## src/rtl/fce_pkg.sv

```systemverilog
package fce_pkg;
  localparam logic [11:0] OFS_STAT = 12'h120;
  localparam logic [11:0] OFS_CLR  = 12'h12C;
  localparam logic [11:0] OFS_VER  = 12'h1F8;
  localparam logic [11:0] OFS_CFG  = 12'h300;
  localparam logic [11:0] OFS_OPC  = 12'h308;
  localparam logic [11:0] OFS_ADR  = 12'h30C;

  typedef enum logic [1:0] {SQ_IDLE, SQ_SHIFT, SQ_TAIL} seq_e;

  // bytes ahead of the data phase: opcode, optional address, dummies
  function automatic logic [7:0] hdr_len(input logic aen, input logic [2:0] dmy);
    return 8'd1 + (aen ? 8'd3 : 8'd0) + {5'd0, dmy};
  endfunction

  function automatic logic in_window(input logic [23:0] a, input logic [23:0] lo,
                                     input logic [23:0] hi);
    return (a >= lo) && (a <= hi);
  endfunction

  // byte sent at transaction position pos
  function automatic logic [7:0] pick_tx(input logic [9:0] pos, input logic aen,
                                         input logic [7:0] hdr, input logic [7:0] opc,
                                         input logic [23:0] adr, input logic [7:0] dbyte);
    if (pos == 10'd0) return opc;
    if (aen && pos <= 10'd3) begin
      case (pos[1:0])
        2'd1:    return adr[23:16];
        2'd2:    return adr[15:8];
        default: return adr[7:0];
      endcase
    end
    if (pos < {2'b00, hdr}) return 8'h00;
    return dbyte;
  endfunction
endpackage

```

## src/rtl/fce_bit_shifter.sv

```systemverilog
module fce_bit_shifter (
  input  logic       clk,
  input  logic       rst_n,
  input  logic       go,
  input  logic [7:0] tx_byte,
  input  logic       miso,
  output logic       sck,
  output logic       mosi,
  output logic [7:0] rx_byte,
  output logic       done
);
  logic       active_q;
  logic [3:0] cnt_q;
  logic [7:0] sh_q;

  assign mosi = sh_q[7];
  assign done = active_q && (cnt_q == 4'd15);

  always_ff @(posedge clk or negedge rst_n) begin
    if (!rst_n) begin
      active_q <= 1'b0;
      cnt_q    <= '0;
      sh_q     <= '0;
      rx_byte  <= '0;
      sck      <= 1'b0;
    end else if (go) begin
      active_q <= 1'b1;
      cnt_q    <= '0;
      sh_q     <= tx_byte;
      sck      <= 1'b0;
    end else if (active_q) begin
      cnt_q <= cnt_q + 4'd1;
      if (!cnt_q[0]) begin
        sck     <= 1'b1;
        rx_byte <= {rx_byte[6:0], miso};
      end else begin
        sck  <= 1'b0;
        sh_q <= {sh_q[6:0], 1'b0};
        if (cnt_q == 4'd15) active_q <= 1'b0;
      end
    end
  end
endmodule

```

## src/rtl/fce_data_buf.sv

```systemverilog
module fce_data_buf #(
  parameter int WORDS = 16,
  localparam int IDX_W = $clog2(WORDS),
  localparam int BYTE_W = IDX_W + 2
) (
  input  logic              clk,
  input  logic              rst_n,
  input  logic              bus_we,
  input  logic [IDX_W-1:0]  bus_widx,
  input  logic [31:0]       bus_wdata,
  input  logic              eng_we,
  input  logic [BYTE_W-1:0] eng_bidx,
  input  logic [7:0]        eng_byte,
  input  logic [IDX_W-1:0]  rd_widx,
  output logic [31:0]       rd_word,
  input  logic [BYTE_W-1:0] tx_bidx,
  output logic [7:0]        tx_byte
);
  logic [31:0] words [WORDS];

  for (genvar g = 0; g < WORDS; g++) begin : g_word
    logic [31:0] word_q;
    always_ff @(posedge clk or negedge rst_n) begin
      if (!rst_n)
        word_q <= '0;
      else if (bus_we && bus_widx == IDX_W'(g))
        word_q <= bus_wdata;
      else if (eng_we && eng_bidx[BYTE_W-1:2] == IDX_W'(g))
        word_q[8*eng_bidx[1:0] +: 8] <= eng_byte;
    end
    assign words[g] = word_q;
  end

  assign rd_word = words[rd_widx];
  assign tx_byte = words[tx_bidx[BYTE_W-1:2]][8*tx_bidx[1:0] +: 8];
endmodule

```

## src/rtl/flash_cmd_engine.sv

```systemverilog
module flash_cmd_engine
  import fce_pkg::*;
#(
  parameter int          BUF_WORDS = 16,
  parameter int          NUM_CS    = 4,
  parameter logic [23:0] PROT_LO   = 24'hFF0000,
  parameter logic [23:0] PROT_HI   = 24'hFFFFFF
) (
  input  logic              clk,
  input  logic              rst_n,
  input  logic              reg_wr,
  input  logic [11:0]       reg_addr,
  input  logic [31:0]       reg_wdata,
  output logic [31:0]       reg_rdata,
  input  logic              pp_fail,
  output logic              sck,
  output logic              mosi,
  input  logic              miso,
  output logic [NUM_CS-1:0] cs_n
);
  localparam int IDX_W   = $clog2(BUF_WORDS);
  localparam int BYTE_W  = IDX_W + 2;
  localparam int CFG_TOP = 8 + BYTE_W;
  localparam logic [31:0] VERSION = (BUF_WORDS == 64) ? 32'h351 : 32'h350;

  logic [CFG_TOP:1] cfg_q;
  logic [7:0]       opc_q;
  logic [23:0]      adr_q;
  logic [7:0]       stat_q;
  logic             busy_q, cs_act_q, go_q, tcnt_q;
  seq_e             st_q;
  logic [9:0]       pos_q;

  // register decode
  logic aligned, buf_hit, wr_cfg, wr_opc, wr_adr, wr_clr, wr_buf;
  assign aligned = (reg_addr[1:0] == 2'b00);
  assign buf_hit = aligned && (reg_addr[11:10] == 2'b01) && (32'(reg_addr[9:2]) < BUF_WORDS);
  assign wr_cfg  = reg_wr && aligned && (reg_addr == OFS_CFG);
  assign wr_opc  = reg_wr && aligned && (reg_addr == OFS_OPC);
  assign wr_adr  = reg_wr && aligned && (reg_addr == OFS_ADR);
  assign wr_clr  = reg_wr && aligned && (reg_addr == OFS_CLR);
  assign wr_buf  = reg_wr && buf_hit && !busy_q;

  // configuration fields
  logic              f_aen, f_den, f_rd;
  logic [2:0]        f_dmy;
  logic [1:0]        f_sel;
  logic [BYTE_W-1:0] f_cnt;
  assign f_sel = cfg_q[2:1];
  assign f_aen = cfg_q[3];
  assign f_dmy = cfg_q[6:4];
  assign f_den = cfg_q[7];
  assign f_rd  = cfg_q[8];
  assign f_cnt = cfg_q[CFG_TOP:9];

  logic [7:0] hdr;
  logic [9:0] total;
  assign hdr   = hdr_len(f_aen, f_dmy);
  assign total = {2'b00, hdr} + (f_den ? 10'(f_cnt) + 10'd1 : 10'd0);

  // named events
  logic start_req, prot_hit, start_ok, abort_evt, sh_done, last_byte, finish_evt, data_ph, eng_we;
  assign start_req  = wr_cfg && reg_wdata[0] && !busy_q;
  assign prot_hit   = reg_wdata[3] && in_window(adr_q, PROT_LO, PROT_HI);
  assign start_ok   = start_req && !prot_hit;
  assign abort_evt  = start_req && prot_hit;
  assign last_byte  = sh_done && (pos_q + 10'd1 == total);
  assign finish_evt = (st_q == SQ_TAIL) && tcnt_q;
  assign data_ph    = (pos_q >= {2'b00, hdr});
  assign eng_we     = sh_done && data_ph && f_den && f_rd;

  logic [BYTE_W-1:0] dbidx;
  logic [7:0]        dbyte, tx_byte, rx_byte;
  logic [31:0]       buf_rd;
  assign dbidx   = BYTE_W'(pos_q - {2'b00, hdr});
  assign tx_byte = pick_tx(pos_q, f_aen, hdr, opc_q, adr_q, dbyte);

  fce_data_buf #(.WORDS(BUF_WORDS)) u_buf (
    .clk(clk), .rst_n(rst_n),
    .bus_we(wr_buf), .bus_widx(reg_addr[2 +: IDX_W]), .bus_wdata(reg_wdata),
    .eng_we(eng_we), .eng_bidx(dbidx), .eng_byte(rx_byte),
    .rd_widx(reg_addr[2 +: IDX_W]), .rd_word(buf_rd),
    .tx_bidx(dbidx), .tx_byte(dbyte)
  );

  fce_bit_shifter u_shift (
    .clk(clk), .rst_n(rst_n), .go(go_q), .tx_byte(tx_byte), .miso(miso),
    .sck(sck), .mosi(mosi), .rx_byte(rx_byte), .done(sh_done)
  );

  // software-visible registers
  always_ff @(posedge clk or negedge rst_n) begin
    if (!rst_n) begin
      cfg_q  <= '0;
      opc_q  <= '0;
      adr_q  <= '0;
      stat_q <= '0;
    end else begin
      if (wr_cfg && !busy_q) cfg_q <= reg_wdata[CFG_TOP:1];
      if (wr_opc && !busy_q) opc_q <= reg_wdata[7:0];
      if (wr_adr && !busy_q) adr_q <= reg_wdata[23:0];
      if (wr_clr) stat_q <= stat_q & ~reg_wdata[7:0];
      if (abort_evt) stat_q[5] <= 1'b1;
      if (finish_evt && f_den && !f_rd && pp_fail) stat_q[2] <= 1'b1;
    end
  end

  // command sequencer
  always_ff @(posedge clk or negedge rst_n) begin
    if (!rst_n) begin
      st_q     <= SQ_IDLE;
      busy_q   <= 1'b0;
      cs_act_q <= 1'b0;
      go_q     <= 1'b0;
      tcnt_q   <= 1'b0;
      pos_q    <= '0;
    end else begin
      go_q <= 1'b0;
      case (st_q)
        SQ_IDLE: if (start_ok) begin
          st_q     <= SQ_SHIFT;
          busy_q   <= 1'b1;
          cs_act_q <= 1'b1;
          pos_q    <= '0;
          go_q     <= 1'b1;
        end
        SQ_SHIFT: if (sh_done) begin
          if (last_byte) begin
            st_q   <= SQ_TAIL;
            tcnt_q <= 1'b0;
          end else begin
            pos_q <= pos_q + 10'd1;
            go_q  <= 1'b1;
          end
        end
        default: begin
          tcnt_q <= 1'b1;
          if (tcnt_q) begin
            st_q     <= SQ_IDLE;
            busy_q   <= 1'b0;
            cs_act_q <= 1'b0;
          end
        end
      endcase
    end
  end

  for (genvar g = 0; g < NUM_CS; g++) begin : g_cs
    assign cs_n[g] = ~(cs_act_q && (f_sel == 2'(g)));
  end

  always_comb begin
    reg_rdata = '0;
    if (buf_hit) reg_rdata = buf_rd;
    else if (aligned) begin
      case (reg_addr)
        OFS_CFG: begin
          reg_rdata[CFG_TOP:1] = cfg_q;
          reg_rdata[0]         = busy_q;
        end
        OFS_OPC:  reg_rdata = {24'd0, opc_q};
        OFS_ADR:  reg_rdata = {8'd0, adr_q};
        OFS_STAT: reg_rdata = {24'd0, stat_q};
        OFS_VER:  reg_rdata = VERSION;
        default:  reg_rdata = '0;
      endcase
    end
  end
endmodule

```

## config.mk

```make
export PLATFORM = sky130hd
export DESIGN_NAME = flash_cmd_engine
export DESIGN_NICKNAME = d
export VERILOG_FILES = /design/src/rtl/fce_pkg.sv /design/src/rtl/fce_bit_shifter.sv /design/src/rtl/fce_data_buf.sv /design/src/rtl/flash_cmd_engine.sv
export SDC_FILE = /design/constraint.sdc
export NUM_CORES = 2
export LEC_CHECK = 0
export CAP_MARGIN = 0
export CORE_UTILIZATION = 51
export CTS_CLUSTER_DIAMETER = 150
export DETAILED_ROUTE_END_ITERATION = 12
export DONT_BUFFER_PORTS = 1
export PLACE_DENSITY = 0.78
export SETUP_SLACK_MARGIN = 0.5
export SLEW_MARGIN = 40
export SYNTH_ARGS = -nofsm -noshare
export SYNTH_HDL_FRONTEND = slang
export SYNTH_SLANG_ARGS = --single-unit
```

## constraint.sdc

```tcl
create_clock -name clk -period 4.5 [get_ports clk]
set_clock_uncertainty 0.2 [all_clocks]
set_input_delay 0.9 -clock clk [delete_from_list [all_inputs] [get_ports clk]]
set_output_delay 0.9 -clock clk [all_outputs]
set_load 0.01 [all_outputs]
```

==> impl_metrics.json <==
{
  "status": "finished clean",
  "synth_nets": 3805,
  "max-clock-path-buffers": 3,
  "drtAntennaViolNets": 0,
  "setup_viol": 0,
  "hold_slack_ns": 0.07712,
  "synth_mux_area_share_pct": 30.41,
  "clock.fmax_ghz": 0.2371,
  "ys_types": 64,
  "cp-start-kind": "flip-flop",
  "finalHoldViolations": 0,
  "synth_top_family_by_area": "multiplexers",
  "cts_buffers": 68,
  "place.gp.congestion": 1.010,
  "die_w_um": 276.5,
  "ys_seq_area_share_pct": 39.21,
  "drv_slew": 0,
  "synth-edff-count": 0,
  "grt_overflow": 0,
  "root_buffer": "clkbuf_16",
  "drive_above_1_share_pct": 36.06,
  "cap_violations": 0,
  "ys_async_sr_fraction_pct": 100.0,
  "drt_iter0_drc": 5597,
  "hp-class": "in2async",
  "ys_ff_latch": 602,
  "tns_ns": 0,
  "clkLatencyLatePin_ns": 0.65,
  "clk_pin_slew_ns": 0.06,
  "p_per_area_nw_per_um2": 260.3,
  "tightest_slew_ns": 1.029,
  "cp-end-kind": "flip-flop",
  "synth_area_leader_cell": "dfrtp_1",
  "cts_max_level": 3,
  "grt_first_pass_wirelength_um": 209400,
  "floorplan.initialDensity_pct": 51.61,
  "cp.arrival_ns": 4.59,
  "antenna_found_initial": 6,
  "grt_pass1_vias": 33690,
  "synth_top_cell_area_share_pct": 39.21,
  "die_h_um": 276.5,
  "drc": 0,
  "yosysWarnings": 0,
  "ir_worst_vdd_uv": 238.3,
  "synthSimpleGateAreaFrac_pct": 10.44,
  "rsz0062_at_grt": "true",
  "ys.flop_type": "dfrtp_1",
  "leakagePower_uw": 0.01480,
  "critical_path_required_ns": 4.88,
  "fp-row-count": 100,
  "die_area_um2": 76430,
  "wl_um": 143800,
  "synth_xor_area_share_pct": 0.7914,
  "synth_compound_area_share_pct": 14.50,
  "post-route-period-util_pct": 93.74,
  "via_count": 34400,
  "syn_avg_cell_area_um2": 10.29,
  "nets": 3786,
  "io_buffers": 0,
  "track_usage_pct": 36.23,
  "first_pass_iters": 10,
  "wl_per_cell_um": 30.33,
  "period_minus_slack_ns": 4.218,
  "area_growth_pct": 16.46,
  "cts_sinks": 602,
  "slew_headroom_pct": 30.69,
  "post-route-util_pct": 60.10,
  "viasPerCell": 7.257,
  "synth_area_um2": 38420,
  "dpl.hpwl_um": 82890,
  "cts_tree": "yes",
  "core_um2": 74450,
  "synthTopCellsByArea": "dfrtp_1, mux2_2, mux4_2",
  "post_synth_inst_count": 3735,
  "worst-path-max-fanout": 16,
  "crit_type": "reg2reg",
  "synth-adder-area-share_pct": 0.7686,
  "io_pins": 87,
  "grt_max_degree": 603,
  "dp_cells": 4543,
  "fin_cells": 4741
}
-- final cells by class --
class / instances / area (um^2)
Clock buffer: 101 / 2079
Timing Repair Buffer: 257 / 3049
Clock inverter: 22 / 267.8
Multi-Input combinational cell: 2746 / 22900
Tap cell: 969 / 1212
Sequential cell: 602 / 15060
Fill cell: 5461 / 29700
Inverter: 41 / 156.4
Antenna cell: 3 / 7.507
-- where the power goes --
part / switching, uW / internal (uW)
clock: 2430 / 3490
combinational: 166 / 109
sequential: 23.8 / 5420
-- worst paths after layout --
path | from | endpoint | slack, ns | cells after the start
max | cfg_q[3] | u_buf.g_word[13].word_q[30] | 0.28 | 13
min | rst_n | u_buf.g_word[2].word_q[7] | 0.08 | 1
max reg2reg | cfg_q[3] | u_buf.g_word[13].word_q[30] | 0.28 | 13
min reg2reg | tcnt_q | st_q[1] | 0.28 | 1
max in group asynchronous | rst_n | u_buf.g_word[5].word_q[20] | 2.30 | 3
min in group clk | reg_wdata[0] | stat_q[0] | 0.17 | 1
-- routing by layer --
metal	global-route usage [%]	wire, um
met5	1.438	399
met4	23.49	10980
met3	14.38	22720
met2	52.43	61500
met1	44.85	48200
-- worst max-delay path, stage by stage (launching register included) --
cell	delay [ns]
dfrtp_1	0.36
inv_2	0.07
ha_4	0.16
fa_2	0.59
inv_2	0.06
fa_2	0.46
inv_1	0.18
ha_1	0.52
nand2_1	0.19
nor3_4	0.24
buf_12	0.17
nand2_2	0.19
o21ai_0	0.48
mux2_2	0.28
-- registers in the layout, indices dropped and copies added, names as in the netlist --
name,cells
go_q,1
u_buf.g_word.word_q,512
tcnt_q,1
opc_q,8
pos_q,10
st_q,2
u_shift.rx_byte,8
stat_q,8
u_shift.sh_q,8
cs_act_q,1
u_shift.cnt_q,4
adr_q,24
cfg_q,14
u_shift.active_q,1
-- timing repair --
| action | CTS | global route |
|---|---|---|
| pin swaps | 22 | 33 |
| setup endpoints to repair | 521 | 536 |
| gates cloned | 8 | 2 |
| endpoints found under the hold margin | 602 | 0 |
| gates resized for setup | 160 | 162 |
| setup buffers | 31 | 26 |
-- metrics by stage --
step	total power, uW	cell area (um^2)	setup WS [ns]
floorplan	5777	38470	0.4619
global placement	5675	40180	-0.1090
detailed placement	5680	40200	-0.2174
CTS	11500	43660	0.4716
global route	11900	44730	0.3409
finish	11650	44740	0.2816
-- logic make-up (layout without fill, tap and decap cells) --
group,Yosys count,in the layout
compound gates,952,952
xor+xnor,28,28
fa+ha+maj,22,22
buf+inv,387,421
flops,602,602
mux,799,799
other cells,0,3
simple gates,945,945
-- cells in the mapped netlist, types with 6 or more instances --
| master | instances |
|---|---|
| buf_1 | 33 |
| buf_2 | 30 |
| mux4_2 | 239 |
| a211oi_1 | 69 |
| nor3_1 | 18 |
| o311a_1 | 7 |
| o21bai_1 | 8 |
| a21boi_0 | 7 |
| nand4_1 | 7 |
| mux2_2 | 556 |
| o22ai_1 | 47 |
| nand4b_1 | 9 |
| o21ai_2 | 60 |
| a31oi_1 | 26 |
| inv_1 | 41 |
| o22a_1 | 7 |
| xor2_1 | 9 |
| nand2b_1 | 6 |
| nor2_1 | 78 |
| nand3_1 | 41 |
| a21oi_1 | 43 |
| xnor2_1 | 15 |
| o21ai_0 | 609 |
| a22o_1 | 9 |
| and3_1 | 78 |
| nand2_1 | 675 |
| dfrtp_1 | 602 |
| nor2b_1 | 9 |
| clkbuf_1 | 283 |
| ha_1 | 18 |
| a32o_1 | 7 |
| a22oi_1 | 22 |
-- layout by cell type, fill, tap and decap left out, types with 38 or more instances in the layout --
master	instances
dfrtp_1	602
nor2_1	59
buf_12	38
nand2_1	628
mux2_2	510
and3_1	76
o21ai_0	584
mux4_2	239
o21ai_2	47
nand3_1	38
a211oi_1	68
mux2_4	46
buf_6	61
a21oi_1	41
clkbuf_16	73
buf_4	134
Power figures use the tool's default switching activity.
